$ cat src/rtl/segrd_pkg.sv
`timescale 1ns/1ps
package segrd_pkg;

    typedef enum logic [2:0] {
        ST_IDLE   = 3'd0,
        ST_CMD    = 3'd1,
        ST_ADDR   = 3'd2,
        ST_DATA   = 3'd3,
        ST_IGNORE = 3'd4
    } segrd_state_e;

endpackage

$ cat src/rtl/segrd_sync.sv
`timescale 1ns/1ps
module segrd_sync #(
    parameter int              W       = 3,
    parameter int              STAGES  = 2,
    parameter logic [W-1:0]    RST_VAL = '0
) (
    input  logic         clk,
    input  logic         rst_n,
    input  logic [W-1:0] d,
    output logic [W-1:0] q
);

    logic [W-1:0] stage_q [STAGES];

    always_ff @(posedge clk or negedge rst_n) begin
        if (!rst_n) begin
            for (int k = 0; k < STAGES; k++) begin
                stage_q[k] <= RST_VAL;
            end
        end else begin
            stage_q[0] <= d;
            for (int k = 1; k < STAGES; k++) begin
                stage_q[k] <= stage_q[k-1];
            end
        end
    end

    assign q = stage_q[STAGES-1];

endmodule

$ cat src/rtl/segrd_fsm.sv
`timescale 1ns/1ps
module segrd_fsm
    import segrd_pkg::*;
#(
    parameter int          CMD_W       = 8,
    parameter int          ADDR_W      = 24,
    parameter logic [7:0]  READ_OPCODE = 8'h03
) (
    input  logic               clk,
    input  logic               rst_n,
    input  logic               cs_n_s,
    input  logic               sclk_s,
    input  logic               si_s,
    output segrd_state_e       state,
    output logic               sclk_fall,
    output logic               addr_load,
    output logic [ADDR_W-1:0]  addr_word
);

    localparam int LONGEST = (ADDR_W > CMD_W) ? ADDR_W : CMD_W;
    localparam int CNT_W   = $clog2(LONGEST);
    localparam logic [CNT_W-1:0] CMD_LAST  = CNT_W'(CMD_W - 1);
    localparam logic [CNT_W-1:0] ADDR_LAST = CNT_W'(ADDR_W - 1);

    segrd_state_e        state_nx;
    logic                sclk_q;
    logic                sclk_rise;
    logic [CNT_W-1:0]    bit_cnt;
    logic [LONGEST-1:0]  in_sr;
    logic [LONGEST-1:0]  shift_next;
    logic                shifting;
    logic                cmd_done;
    logic                addr_done;

    assign sclk_rise  = sclk_s & ~sclk_q;
    assign sclk_fall  = ~sclk_s & sclk_q;
    assign shift_next = {in_sr[LONGEST-2:0], si_s};
    assign shifting   = !cs_n_s && sclk_rise &&
                        (state == ST_CMD || state == ST_ADDR);
    assign cmd_done   = shifting && (state == ST_CMD)  && (bit_cnt == CMD_LAST);
    assign addr_done  = shifting && (state == ST_ADDR) && (bit_cnt == ADDR_LAST);

    // state register
    always_ff @(posedge clk or negedge rst_n) begin
        if (!rst_n) begin
            state <= ST_IDLE;
        end else begin
            state <= state_nx;
        end
    end

    // next-state decision
    always_comb begin
        state_nx = state;
        if (cs_n_s) begin
            state_nx = ST_IDLE;
        end else begin
            unique case (state)
                ST_IDLE:   state_nx = ST_CMD;
                ST_CMD: begin
                    if (cmd_done) begin
                        state_nx = (shift_next[CMD_W-1:0] == READ_OPCODE[CMD_W-1:0])
                                   ? ST_ADDR : ST_IGNORE;
                    end
                end
                ST_ADDR: begin
                    if (addr_done) begin
                        state_nx = ST_DATA;
                    end
                end
                ST_DATA:   state_nx = ST_DATA;
                ST_IGNORE: state_nx = ST_IGNORE;
                default:   state_nx = ST_IDLE;
            endcase
        end
    end

    // outputs
    always_comb begin
        addr_load = addr_done;
        addr_word = shift_next[ADDR_W-1:0];
    end

    // shift datapath
    always_ff @(posedge clk or negedge rst_n) begin
        if (!rst_n) begin
            sclk_q  <= 1'b0;
            bit_cnt <= '0;
            in_sr   <= '0;
        end else begin
            sclk_q <= sclk_s;
            if (cs_n_s || cmd_done || addr_done) begin
                bit_cnt <= '0;
            end else if (shifting) begin
                bit_cnt <= bit_cnt + CNT_W'(1);
            end
            if (shifting) begin
                in_sr <= shift_next;
            end
        end
    end

endmodule

$ cat src/rtl/segrd_seg_counter.sv
`timescale 1ns/1ps
module segrd_seg_counter #(
    parameter int ARRAY_AW = 20,
    parameter int OFS_W    = 9
) (
    input  logic                 clk,
    input  logic                 rst_n,
    input  logic                 load,
    input  logic [ARRAY_AW-1:0]  load_addr,
    input  logic                 step,
    output logic [ARRAY_AW-1:0]  cur_addr
);

    localparam int SEG_W = ARRAY_AW - OFS_W;
    localparam logic [OFS_W-1:0] OFS_LAST = '1;

    logic [SEG_W-1:0] seg_q;
    logic [OFS_W-1:0] ofs_q;

    always_ff @(posedge clk or negedge rst_n) begin
        if (!rst_n) begin
            seg_q <= '0;
            ofs_q <= '0;
        end else if (load) begin
            seg_q <= load_addr[ARRAY_AW-1:OFS_W];
            ofs_q <= load_addr[OFS_W-1:0];
        end else if (step) begin
            ofs_q <= (ofs_q == OFS_LAST) ? '0 : ofs_q + OFS_W'(1);
        end
    end

    assign cur_addr = {seg_q, ofs_q};

endmodule

$ cat src/rtl/segrd_tx.sv
`timescale 1ns/1ps
module segrd_tx #(
    parameter int          ARRAY_AW = 20,
    parameter int          BYTE_W   = 8,
    parameter logic [7:0]  FILL     = 8'hA5
) (
    input  logic                 clk,
    input  logic                 rst_n,
    input  logic                 active,
    input  logic                 sclk_fall,
    input  logic [ARRAY_AW-1:0]  cur_addr,
    output logic                 step,
    output logic                 so_bit,
    output logic                 so_drive
);

    localparam int BIT_W  = $clog2(BYTE_W);
    localparam int CHUNKS = (ARRAY_AW + BYTE_W - 1) / BYTE_W;

    logic [BIT_W-1:0]  bit_idx;
    logic [BYTE_W-1:0] out_sr;

    // computed array content: fold address chunks together with a fill constant
    function automatic logic [BYTE_W-1:0] byte_at(input logic [ARRAY_AW-1:0] a);
        logic [CHUNKS*BYTE_W-1:0] padded;
        logic [BYTE_W-1:0]        acc;
        padded = '0;
        padded[ARRAY_AW-1:0] = a;
        acc = FILL[BYTE_W-1:0];
        for (int k = 0; k < CHUNKS; k++) begin
            acc = acc ^ padded[k*BYTE_W +: BYTE_W];
        end
        return acc;
    endfunction

    assign step = active && sclk_fall && (bit_idx == '0);

    always_ff @(posedge clk or negedge rst_n) begin
        if (!rst_n) begin
            bit_idx  <= '0;
            out_sr   <= '0;
            so_drive <= 1'b0;
        end else if (!active) begin
            bit_idx  <= '0;
            out_sr   <= '0;
            so_drive <= 1'b0;
        end else if (sclk_fall) begin
            so_drive <= 1'b1;
            bit_idx  <= bit_idx + BIT_W'(1);
            out_sr   <= step ? byte_at(cur_addr) : {out_sr[BYTE_W-2:0], 1'b0};
        end
    end

    assign so_bit = so_drive & out_sr[BYTE_W-1];

endmodule

$ cat src/rtl/seg_wrap_reader.sv
`timescale 1ns/1ps
module seg_wrap_reader
    import segrd_pkg::*;
#(
    parameter int          CMD_W       = 8,
    parameter int          ADDR_W      = 24,
    parameter int          ARRAY_AW    = 20,
    parameter int          OFS_W       = 9,
    parameter int          SYNC_STAGES = 2,
    parameter logic [7:0]  READ_OPCODE = 8'h03,
    parameter logic [7:0]  FILL        = 8'hA5
) (
    input  logic clk,
    input  logic rst_n,
    input  logic cs_n,
    input  logic sclk,
    input  logic si,
    output logic so,
    output logic so_oe
);

    segrd_state_e          state;
    logic [2:0]            pins_s;
    logic                  cs_n_s;
    logic                  sclk_s;
    logic                  si_s;
    logic                  sclk_fall;
    logic                  addr_load;
    logic [ADDR_W-1:0]     addr_word;
    logic [ARRAY_AW-1:0]   load_addr;
    logic [ARRAY_AW-1:0]   cur_addr;
    logic                  tx_step;
    logic                  tx_active;

    segrd_sync #(
        .W       (3),
        .STAGES  (SYNC_STAGES),
        .RST_VAL (3'b100)
    ) u_sync (
        .clk   (clk),
        .rst_n (rst_n),
        .d     ({cs_n, sclk, si}),
        .q     (pins_s)
    );

    assign cs_n_s = pins_s[2];
    assign sclk_s = pins_s[1];
    assign si_s   = pins_s[0];

    segrd_fsm #(
        .CMD_W       (CMD_W),
        .ADDR_W      (ADDR_W),
        .READ_OPCODE (READ_OPCODE)
    ) u_fsm (
        .clk       (clk),
        .rst_n     (rst_n),
        .cs_n_s    (cs_n_s),
        .sclk_s    (sclk_s),
        .si_s      (si_s),
        .state     (state),
        .sclk_fall (sclk_fall),
        .addr_load (addr_load),
        .addr_word (addr_word)
    );

    assign load_addr = addr_word[ARRAY_AW-1:0];
    assign tx_active = (state == ST_DATA);

    segrd_seg_counter #(
        .ARRAY_AW (ARRAY_AW),
        .OFS_W    (OFS_W)
    ) u_cnt (
        .clk       (clk),
        .rst_n     (rst_n),
        .load      (addr_load),
        .load_addr (load_addr),
        .step      (tx_step),
        .cur_addr  (cur_addr)
    );

    segrd_tx #(
        .ARRAY_AW (ARRAY_AW),
        .BYTE_W   (8),
        .FILL     (FILL)
    ) u_tx (
        .clk       (clk),
        .rst_n     (rst_n),
        .active    (tx_active),
        .sclk_fall (sclk_fall),
        .cur_addr  (cur_addr),
        .step      (tx_step),
        .so_bit    (so),
        .so_drive  (so_oe)
    );

endmodule

$ cat config.mk
export PLATFORM = sky130hd
export DESIGN_NAME = seg_wrap_reader
export DESIGN_NICKNAME = d
export VERILOG_FILES = /design/src/rtl/segrd_pkg.sv /design/src/rtl/segrd_sync.sv /design/src/rtl/segrd_fsm.sv /design/src/rtl/segrd_seg_counter.sv /design/src/rtl/segrd_tx.sv /design/src/rtl/seg_wrap_reader.sv
export SDC_FILE = /design/constraint.sdc
export NUM_CORES = 1
export LEC_CHECK = 0
export BUFFER_PORTS_ARGS = -buffer_cell sky130_fd_sc_hd__buf_4
export CAP_MARGIN = 20
export CORE_MARGIN = 1
export CORE_UTILIZATION = 42
export DETAILED_ROUTE_END_ITERATION = 10
export GPL_TIMING_DRIVEN = 0
export PLACE_DENSITY_LB_ADDON = 0.15
export SETUP_SLACK_MARGIN = 0.4
export SLEW_MARGIN = 40
export SYNTH_ARGS = -nofsm -noshare
export SYNTH_HDL_FRONTEND = slang
export SYNTH_HIERARCHICAL = 1
export SYNTH_SLANG_ARGS = --single-unit
$ cat constraint.sdc
create_clock -name clk -period 3.93 [get_ports clk]
set_clock_uncertainty 0.05 [all_clocks]
set_input_delay 0.393 -clock clk [delete_from_list [all_inputs] [get_ports clk]]
set_output_delay 0.393 -clock clk [all_outputs]
set_load 0.01 [all_outputs]
## After elaboration in Yosys (flattened, before gate mapping)

Cells that the tools add are included.

- $mul: 0
- Multiplexer cells: 17
- Equality and inequality tests: 11
- Bitwise logic cells: 8
- Reductions and logical operators: 17
- Magnitude comparators: 0
- Shifts and indexed selects: 0
- Divide/modulo/power cells: 0
- Add/sub/neg operators: 3

Operators with widths:

| operator | number |
|---|---|
| $mux 9 | 3 |
| $mux 8 | 3 |
| $mux 3 | 6 |
| $pmux 3 s5 | 1 |
| $mux 5 | 2 |
| $add 9x1->9 const B | 1 |
| $eq 9x9->1 const B | 1 |
| $eq 8x2->1 const B | 1 |
| $logic_and 1x1->1 | 8 |
| $xor 8x4->8 | 1 |
| $xor 8x8->8 | 1 |
| $eq 3x2->1 const B | 2 |
| $logic_not 3->1 | 2 |
| $ne 3x2->1 const B | 2 |
| $add 5x1->5 const B | 1 |
| $eq 5x3->1 const B | 1 |
| $eq 5x5->1 const B | 1 |
| $not 4->4 | 1 |
| $reduce_bool 2->1 | 2 |
| $add 3x1->3 const B | 1 |
| $and 1x1->1 | 3 |
| $eq 3x1->1 const B | 1 |
| $eq 3x3->1 const B | 1 |
| $logic_or 1x1->1 | 3 |
| other kinds (5) | 7 |

- Bits in read-only memories: 0
- RAM bits: 0
- Output and inout bits: 2
- Memories kept: 0
- Word-level logic and storage cells: 67
- Bits in registers: 66
- Bits in latches: 0
- Input bits: 5

## Depth between registers and ports, before layout

Gate-level depths: netlist of the first run.

- Depth in word-level cells: 9
- Gate-level depth with buffers: 9
- Gate-level depth less buffers: 7

## Hierarchy

The synthesis of the first run kept the hierarchy.

Modules (own cells, without submodules):

| module | area an instance (µm²) | times used | sequential area each (µm²) | cells an instance |
|---|---|---|---|---|
| segrd_fsm | 1,446.4 | 1 | 800.8 | 108 |
| segrd_seg_counter | 997.2 | 1 | 500.5 | 89 |
| segrd_tx | 685.7 | 1 | 300.3 | 69 |
| segrd_sync | 175.2 | 1 | 152.6 | 9 |
| seg_wrap_reader | 8.8 | 1 | 0.0 | 1 |

## Worst setup path before layout of the first run

No wires, ideal clock.

- Path type: reg2reg
- From: register u_sync.stage_q, in the netlist u_sync/q[2]
- To: register u_cnt.seg_q[5]
- Setup time: 0.125 ns
- Cell stages (with the launch flop): 8
- Path buffers: 4
- Setup slack: 1.586 ns
- Required time: 3.755 ns
- Arrival: 2.169 ns
- Period minus slack after synthesis: 2.344 ns
- Cells stage by stage: dfstp_2 > buf_4 > buf_6 > nand4bb_1 > nor4_1 > buf_4 > buf_2 > mux2_2

- Cells in the longest elaborated chain, start to end: 5

Ends and longest elaborated chain:

| what | RTL line | text |
|---|---|---|
| start, declared | segrd_sync.sv:13 | `logic [W-1:0] stage_q [STAGES];` |
| start signal, assigned by index | segrd_sync.sv:23 | `stage_q[k] <= stage_q[k-1];` |
| $logic_not 1->1 | segrd_fsm.sv:38 | `assign shifting = !cs_n_s && sclk_rise &&` |
| $logic_and 1x1->1 (2 in a row) | segrd_fsm.sv:38 |  |
| $logic_and 1x1->1 (2 in a row) | segrd_fsm.sv:41 | `assign addr_done = shifting && (state == ST_ADDR) && (bit_cnt == ADDR_LAST);` |
| net addr_load | seg_wrap_reader.sv:28 | `logic addr_load;` |
| end signal, assigned | segrd_seg_counter.sv:25 | `seg_q <= load_addr[ARRAY_AW-1:OFS_W];` |
| end, declared | segrd_seg_counter.sv:17 | `logic [SEG_W-1:0] seg_q;` |

The timed path passes the listed nets, and every way through them passes these cells.
A chain may end at the register's enable or synchronous reset.

## Worst setup path in the final report of the first run

- From: register u_sync.stage_q, in the netlist u_sync/q[2]
- To: register u_cnt.seg_q[9]

The elaborated chain is that of the path after synthesis.

==> out/qor.txt, run 1 <==
Antenna violations before repair: 0
Mapped cell area: 3170 µm²
Core ar.: 7250 µm²
PwrDens: 412 nW/µm²
TNS Setup: 0 ps
Max-slew violations: 0
Reg2reg start: u_sync/q[2]
First-pass GRT wire length: 9.48 mm
Die area: 7890 µm²
Leakage: 1.68 nW
Maximum vdd drop: 0.153 mV
Port bufs: 6
GP Congestion: 0.741
Hold Crit Class: primary input to flop
Root buf cell: clkbuf_8
Least-Margin Pin Slew: 676 ps
Die span in y: 88.9 µm
Max FO, Critical Path: 10
Setup CP Type: flop to flop
Final setup viols: 0
Vias/cell: 5.20
Reg clk slew, reported paths: 80 ps
Status: completed
Worst Reg-to-Reg Cells: 7
Num rows: 31
Fin. Hold Viols: 0
Placed insts: 374
Drt drc: 0
Total GRT Usage: 16.4%
Area Overhead vs Synth: 14.1%
Layout cell share with drive strength beyond 1: 26.4%
Ys Warns: 6
Starting DRT DRC Count: 71
Origin of the worst setup path: u_sync/q[2]
Tmin final: 2560 ps
Fin crit share: 65.2%
Largest net degree at the start of global routing: 39
Worst Path Arrival: 2740 ps
Cts bufs inserted: 9
WL final: 5.75 mm
Die width: 88.9 µm
R2R Setup Slk: 1370 ps
Antenna cells: 0
Synthesized netlist cell count: 268
CTS tree: yes
Syn avg cell area: 11.8 µm²
Initial core utilization: 43.7%
Final net count: 298
CP required: 4110 ps
Worst hold stages: 1
Number of post-CTS setup repair buffers: 0
Crit path capture type: flop
Max clock buf depth: 2
Boundary Pins: 7
Vias in the first global route: 1898
Most common cell after layout, fill and taps aside: dfrtp_1
DP HPWL: 3.92 mm
Pre-antenna DRT Iters: 4
RSZ-0062 raised after global routing: no
Total gr overflow: 0
Max-Cap Viols: 0
Via Count: 2033
H-tree depth: 3
Reg-to-Reg End: u_cnt/seg_q[9]
Maximum clock rate: 0.390 GHz
CP endpoint: u_cnt/seg_q[9]
Routed length per instance: 14.7 µm
Worst skew pair latency: 350 ps
Most frequent cells in the layout: dfrtp_1, mux2_2, nand2_1
Clock net sink count: 66
Antenna-violating nets left: 0
Layout Cells excl Fill: 391
Max_slew headroom: 54.9%
Syn_nets: 279
Worst setup SP type: flop
Final Power: 1.49 mW
==> how the worst min path moves through the flow <==
stage / from / end / slack, ps
after floorplan: rst_n / u_cnt/ofs_q[0] / 50
after global placement: u_sync/stage_q[3] / u_sync/q[0] / 280
after detailed placement: rst_n / u_fsm/bit_cnt[3] / 290
after CTS: si / u_sync/stage_q[3] / 90
after global routing: si / u_sync/stage_q[3] / 80
final: si / u_sync/stage_q[3] / 100
==> worst max-delay path, stage by stage, from the launching register on <==
cell and delay (ps):
dfstp_2 360, buf_4 120, buf_6 130, nand4bb_1 290, nor4_2 570, buf_4 300, buf_2 260, mux2_2 360
==> where the power goes <==
part	internal [mW]	switching (mW)
Sequential	0.704	0.0207
Clock	0.424	0.272
Combinational	0.0359	0.0329
==> sequential cells by signal, summed over array words and instances (netlist names) <==
| name | count |
|---|---|
| u_cnt/ofs_q | 9 |
| u_cnt/seg_q | 11 |
| u_fsm/bit_cnt | 5 |
| u_fsm/in_sr | 19 |
| u_fsm/sclk_q | 1 |
| u_fsm/state | 3 |
| u_sync/q | 3 |
| u_sync/stage_q | 3 |
| u_tx/bit_idx | 3 |
| u_tx/out_sr | 8 |
| u_tx/so_drive | 1 |
==> metrics by stage <==
stage               cell area [µm²]  util, %  hold WS, ps  worst slack, ps
global route                   3620     49.9         79.0             1210
CTS                            3620     49.9         86.4             1360
global placement               3340     46.0          282             1110
detailed placement             3360     46.4          286             1380
finish                         3620     49.9         99.1             1370
floorplan                      3170        -         47.4             1590
==> cell type report <==
class | instances | area (µm²)
fillers | 647 | 3640
plain buffers | 18 | 125
repair buffers | 8 | 75.1
well taps | 99 | 124
multi-input cells | 174 | 1360
flip-flops and latches | 66 | 1650
inverters | 10 | 37.5
clock buffers | 10 | 128
clock inverters | 6 | 115
==> per-layer routing <==
| layer | global-route usage, % | routed length, µm | up-vias |
|---|---|---|---|
| met5 | 0 | 0 | - |
| li1 | - | - | 1008 |
| met2 | 22.5 | 2510 | 39 |
| met3 | 4.76 | 207 | 10 |
| met4 | 8.80 | 122 | 0 |
| met1 | 23.2 | 2910 | 976 |
==> repair_timing <==
| action | 4_1_cts | 5_1_grt |
|---|---|---|
| resized for setup | 0 | 0 |
| hold endpoints to repair | 28 | 0 |
| hold buffers | 1 | 0 |
No activity file was read; power rests on OpenSTA's default activity.
==> run 2: changes to the inputs <==
==> constraint.sdc (replaced) <==
create_clock -name clk -period 2.4 [get_ports clk]
set_clock_uncertainty 0.05 [all_clocks]
set_input_delay 0.24 -clock clk [delete_from_list [all_inputs] [get_ports clk]]
set_output_delay 0.24 -clock clk [all_outputs]
set_load 0.01 [all_outputs]
==> out/qor.txt, run 2 (same netlist as run 1, synthesis figures left out) <==
DP HPWL: 3.81 mm
Gate power share: 5.0%
Port bufs: 6
Routed length per instance: 14.8 µm
Num rows: 31
CTS tree: yes
Status: completed
Max_slew headroom: 60.8%
Area Overhead vs Synth: 25.8%
Max-slew violations: 0
Clock net sink count: 66
Internal power: 2.05 mW
Worst Reg-to-Reg Cells: 7
Origin of the worst setup path: u_sync/q[2]
Antenna cells: 0
Die area: 7890 µm²
Final Cell Area: 3990 µm²
CP endpoint: u_fsm/in_sr[17]
Final Power: 2.56 mW
Register share of total power: 46.4%
H-tree depth: 3
Setup CP Type: flop to flop
Reg-to-Reg End: u_fsm/in_sr[17]
Worst Path Arrival: 2230 ps
Slowest CP cell: or4b_4
GP Congestion: 0.751
Post-DP Area: 3380 µm²
Worst path buffer plus inverter count: 4
Final setup viols: 0
Net switching power: 517 µW
Reg clk slew, reported paths: 70 ps
Largest Register: u_fsm/in_sr
Cts bufs inserted: 9
Maximum clock rate: 0.489 GHz
Switching share of power: 20.2%
Crit-path cells: buf_6 > buf_6 > or4b_4 > or2_4 > buf_8 > buf_8 > mux2_4
Footprint of the multi-input gates: 1460 µm²
Crit path capture type: flop
Most common cell after layout, fill and taps aside: dfrtp_1
Max clock buf depth: 2
Max-Cap Viols: 0
Max FO, Critical Path: 5
Vias in the first global route: 2073
Least-Margin Pin Slew: 588 ps
R2R Setup Slk: 350 ps
Fin. Hold Viols: 0
CP max stage delay: 490 ps
Worst setup SP type: flop
Max FFs per register: 19
Reg2reg start: u_sync/q[2]
Starting DRT DRC Count: 70
Via Count: 2122
Leakage: 1.81 nW
Vias/cell: 5.16
PwrDens: 643 nW/µm²
TNS Setup: 0 ps
CP required: 2580 ps
Fillers: 639
First-pass GRT wire length: 10.2 mm
Crit path depth: 7
Cell family with most CP delay: simple AND/OR/NAND/NOR gates
Die span in y: 88.9 µm
Root buf cell: clkbuf_8
RSZ-0062 raised after global routing: yes
Clock Power Share: 48.6%
Antenna violations before repair: 0
Total gr overflow: 0
Tmin final: 2050 ps
Final net count: 318
Worst skew pair latency: 340 ps
Die width: 88.9 µm
Most frequent cells in the layout: dfrtp_1, mux2_2, buf_4
Drt drc: 0
Initial core utilization: 43.7%
Boundary Pins: 7
Maximum vdd drop: 0.299 mV
Fin crit share: 85.3%
Pre-antenna DRT Iters: 4
Hold Crit Class: flop to flop
Register area: 1660 µm²
Core ar.: 7250 µm²
Largest regs: u_fsm/in_sr: 19 flops, u_cnt/seg_q: 11 flops, u_cnt/ofs_q: 9 flops
WL final: 6.10 mm
Largest net degree at the start of global routing: 67
Total GRT Usage: 17.5%
Antenna-violating nets left: 0
Layout cell share with drive strength beyond 1: 36.2%
run 2: changes by cell type in the layout (fill, tap and decap cells not counted), moves of 4 or more:
cell | previous run | this run
buf_4 | 11 | 22
a211oi_1 | 6 | 2
a211oi_2 | 0 | 4
buf_6 | 4 | 8
buf_8 | 0 | 4
dfrtp_1 | 64 | 60
dfrtp_2 | 0 | 4
run 2: worst min-delay path by stage:
stage / start / to / slack [ps] / depth (start not counted)
3_5_place_dp: u_sync/stage_q[4] / u_sync/q[1] / 280 / 0
4_1_cts: u_sync/stage_q[4] / u_sync/q[1] / 300 / 0
6_report: u_sync/stage_q[4] / u_sync/q[1] / 300 / 0
5_1_grt: u_sync/stage_q[3] / u_sync/q[0] / 310 / 0
3_3_place_gp: u_sync/stage_q[3] / u_sync/q[0] / 280 / 0
2_1_floorplan: rst_n / u_cnt/ofs_q[0] / -110 / 0
run 2: power groups by stage:
stage | clock network (mW) | registers, mW | logic (mW)
2_1_floorplan | 0 | 1.20 | 0.0745
3_3_place_gp | 0 | 1.21 | 0.111
3_5_place_dp | 0 | 1.21 | 0.112
4_1_cts | 1.28 | 1.19 | 0.127
5_1_grt | 1.34 | 1.19 | 0.143
6_report | 1.25 | 1.19 | 0.129
run 2: layer usage:
layer  routed length [µm]  track usage [%]  vias to the layer above  share of wire [%]
met3                  182             6.16                        2                3.0
li1                     -                -                     1044                  -
met2                 2980             26.8                       28                 49
met5                    0                0                        -                  0
met1                 2920             23.7                     1048                 48
met4                   13             4.84                        0               0.21
run 2: repair_timing:
| action | in CTS | in global routing |
|---|---|---|
| pin swaps | 6 | 4 |
| hold buffers | 4 | 0 |
| gates resized for setup | 23 | 12 |
| buffers inserted | 8 | 7 |
| endpoints found under the hold margin | 67 | 0 |
| setup endpoints to repair | 35 | 36 |
| cloned | 1 | 2 |
run 2: final cells by class:
class	count	area share (%)
Sequential cell	66	41.6
Multi-Input combinational cell	174	36.5
Timing Repair Buffer	28	6.59
Buffer	18	4.43
Clock buffer	11	3.55
Clock inverter	5	3.14
Tap cell	99	3.11
Inverter	10	1.00
run 2: stage by stage:
| stage | util, % | worst slack, ps | hold WS [ps] | instances |
|---|---|---|---|---|
| after global placement | 46.5 | 153 | 284 | 373 |
| after global routing | 54.9 | 321 | 312 | 411 |
| final | 54.9 | 353 | 299 | 411 |
| after CTS | 53.0 | 340 | 300 | 402 |
| after detailed placement | 46.5 | 148 | 285 | 373 |
| after floorplan | - | 388 | -106 | 268 |
==> run 3: changes to the inputs <==
--- a/config.mk
+++ b/config.mk
@@ -5,6 +5,7 @@
 export SDC_FILE = /design/constraint.sdc
 export NUM_CORES = 1
 export LEC_CHECK = 0
+export ABC_AREA = 1
 export BUFFER_PORTS_ARGS = -buffer_cell sky130_fd_sc_hd__buf_4
 export CAP_MARGIN = 20
 export CORE_MARGIN = 1
==> out/qor.txt, run 3 <==
Root buf cell: clkbuf_8
Syn avg cell area: 8.18 µm²
Initial core utilization: 43.4%
Fin. Hold Viols: 0
Largest net degree at the start of global routing: 67
Ys Warns: 6
Leakage: 1.97 nW
Max-Cap Viols: 0
Max FO, Critical Path: 10
Num rows: 32
Most frequent cells in the layout: nand2_1, dfrtp_1, nand3_1
Die area: 8340 µm²
Fin crit share: 79.1%
Pre-antenna DRT Iters: 4
Switching share of power: 31.2%
Worst skew pair latency: 350 ps
Net switching power: 820 µW
First-pass GRT wire length: 11.7 mm
CP dominant cell by count: nand2_1
Crit path depth: 10
Max FFs per register: 19
Worst Reg-to-Reg Cells: 10
Vias/cell: 4.76
R2R Setup Slk: 500 ps
Mapped cell area: 3350 µm²
Layout cell share with drive strength beyond 1: 18.0%
Reg-to-Reg End: u_cnt/seg_q[4]
Port bufs: 6
Boundary Pins: 7
Drt drc: 0
Max-slew violations: 0
Max clock buf depth: 2
Largest regs: u_fsm/in_sr: 19 flops, u_cnt/seg_q: 11 flops, u_cnt/ofs_q: 9 flops
Worst setup SP type: flop
Core ar.: 7730 µm²
Reg clk slew, reported paths: 70 ps
Syn_nets: 421
Most common cell after layout, fill and taps aside: nand2_1
Final setup viols: 0
Cts bufs inserted: 9
Final net count: 446
H-tree depth: 3
Maximum clock rate: 0.527 GHz
Tmin final: 1900 ps
Clock net sink count: 66
CTS tree: yes
CP required: 2590 ps
Die width: 91.4 µm
PwrDens: 692 nW/µm²
Origin of the worst setup path: u_fsm/bit_cnt[0]
Synthesized netlist cell count: 410
GP Congestion: 0.842
DP HPWL: 4.74 mm
Slowest CP cell: dfrtp_1
Crit path capture type: flop
Maximum vdd drop: 0.323 mV
Hold Crit Class: flop to flop
Routed length per instance: 12.5 µm
Antenna cells: 0
Gate power share: 16.8%
Total GRT Usage: 18.0%
CP endpoint: u_cnt/seg_q[4]
Internal power: 1.81 mW
Worst hold slack: 302 ps
CP max stage delay: 370 ps
Worst path buffer plus inverter count: 3
Vias in the first global route: 2580
RSZ-0062 raised after global routing: yes
Register share of total power: 50.3%
Largest Register: u_fsm/in_sr
Die span in y: 91.4 µm
Clock Power Share: 32.9%
WL final: 6.75 mm
Crit-path cells: ha_2 > nand2_1 > nor2_1 > nand2_1 > nor3_4 > buf_4 > inv_2 > buf_2 > nand2_1 > nand2_1
Via Count: 2579
Total gr overflow: 0
Area Overhead vs Synth: 13.2%
Max_slew headroom: 60.0%
Cell family with most CP delay: simple AND/OR/NAND/NOR gates
Antenna-violating nets left: 0
Reg2reg start: u_fsm/bit_cnt[0]
TNS Setup: 0 ps
Status: completed
Setup CP Type: flop to flop
Antenna violations before repair: 0
Least-Margin Pin Slew: 600 ps
Starting DRT DRC Count: 82
Worst Path Arrival: 2090 ps
==> run 3: routing by layer <==
layer  routed length, µm  vias to the layer above  GRT usage (%)
li1                    -                     1336              -
met1                3250                     1203           22.6
met2                3210                       30           30.2
met3                 149                       10           2.76
met4                 135                        0           8.86
met5                   0                        -              0
==> run 3: layout make-up <==
type	count	area [µm²]
plain buffers	15	120
clock buffers	12	155
clock inverters	4	27.5
fillers	749	3930
inverters	42	158
multi-input cells	287	1440
flip-flops and latches	66	1650
well taps	102	128
repair buffers	14	119
==> run 3: how the worst min path moves through the flow <==
stage | from | to | cells after the start
global route | u_sync/stage_q[5] | u_sync/q[2] | 0
detailed placement | rst_n | u_tx/bit_idx[0] | 1
CTS | u_sync/stage_q[4] | u_sync/q[1] | 0
finish | u_sync/stage_q[4] | u_sync/q[1] | 0
floorplan | rst_n | u_cnt/ofs_q[0] | 0
global placement | u_sync/stage_q[4] | u_sync/q[1] | 0
==> run 3: metrics by stage <==
stage	utilization [%]	total power, mW	cell area (µm²)	worst slack [ps]	cells
final	49.1	2.63	3800	502	542
after global routing	49.1	2.78	3800	386	542
after CTS	48.6	2.66	3760	416	538
after detailed placement	45.7	1.77	3530	341	518
after global placement	45.6	1.77	3530	338	518
after floorplan	-	1.65	3350	668	410
==> run 3: worst reg2reg max path: cells and delay by family, from the launching register on <==
| family | cells | cell delay, ps |
|---|---|---|
| fa+ha+maj | 1 | 210 |
| buf+inv | 3 | 400 |
| flops | 1 | 370 |
| simple gates | 6 | 780 |
==> run 3: what timing repair did <==
action / in CTS / in global routing
hold buffers: 4 / 0
resized for setup: 1 / 3
pin swaps: 0 / 1
buffers inserted: 0 / 4
endpoints found under the setup margin: 6 / 9
hold endpoints to repair: 67 / 0
==> run 3: power by group through the flow <==
stage          clock (mW)  combinational (mW)  sequential (mW)
6_report            0.863               0.441             1.32
3_5_place_dp            0               0.431             1.34
4_1_cts             0.894               0.441             1.32
2_1_floorplan           0               0.338             1.31
3_3_place_gp            0               0.424             1.34
5_1_grt             0.936               0.507             1.34
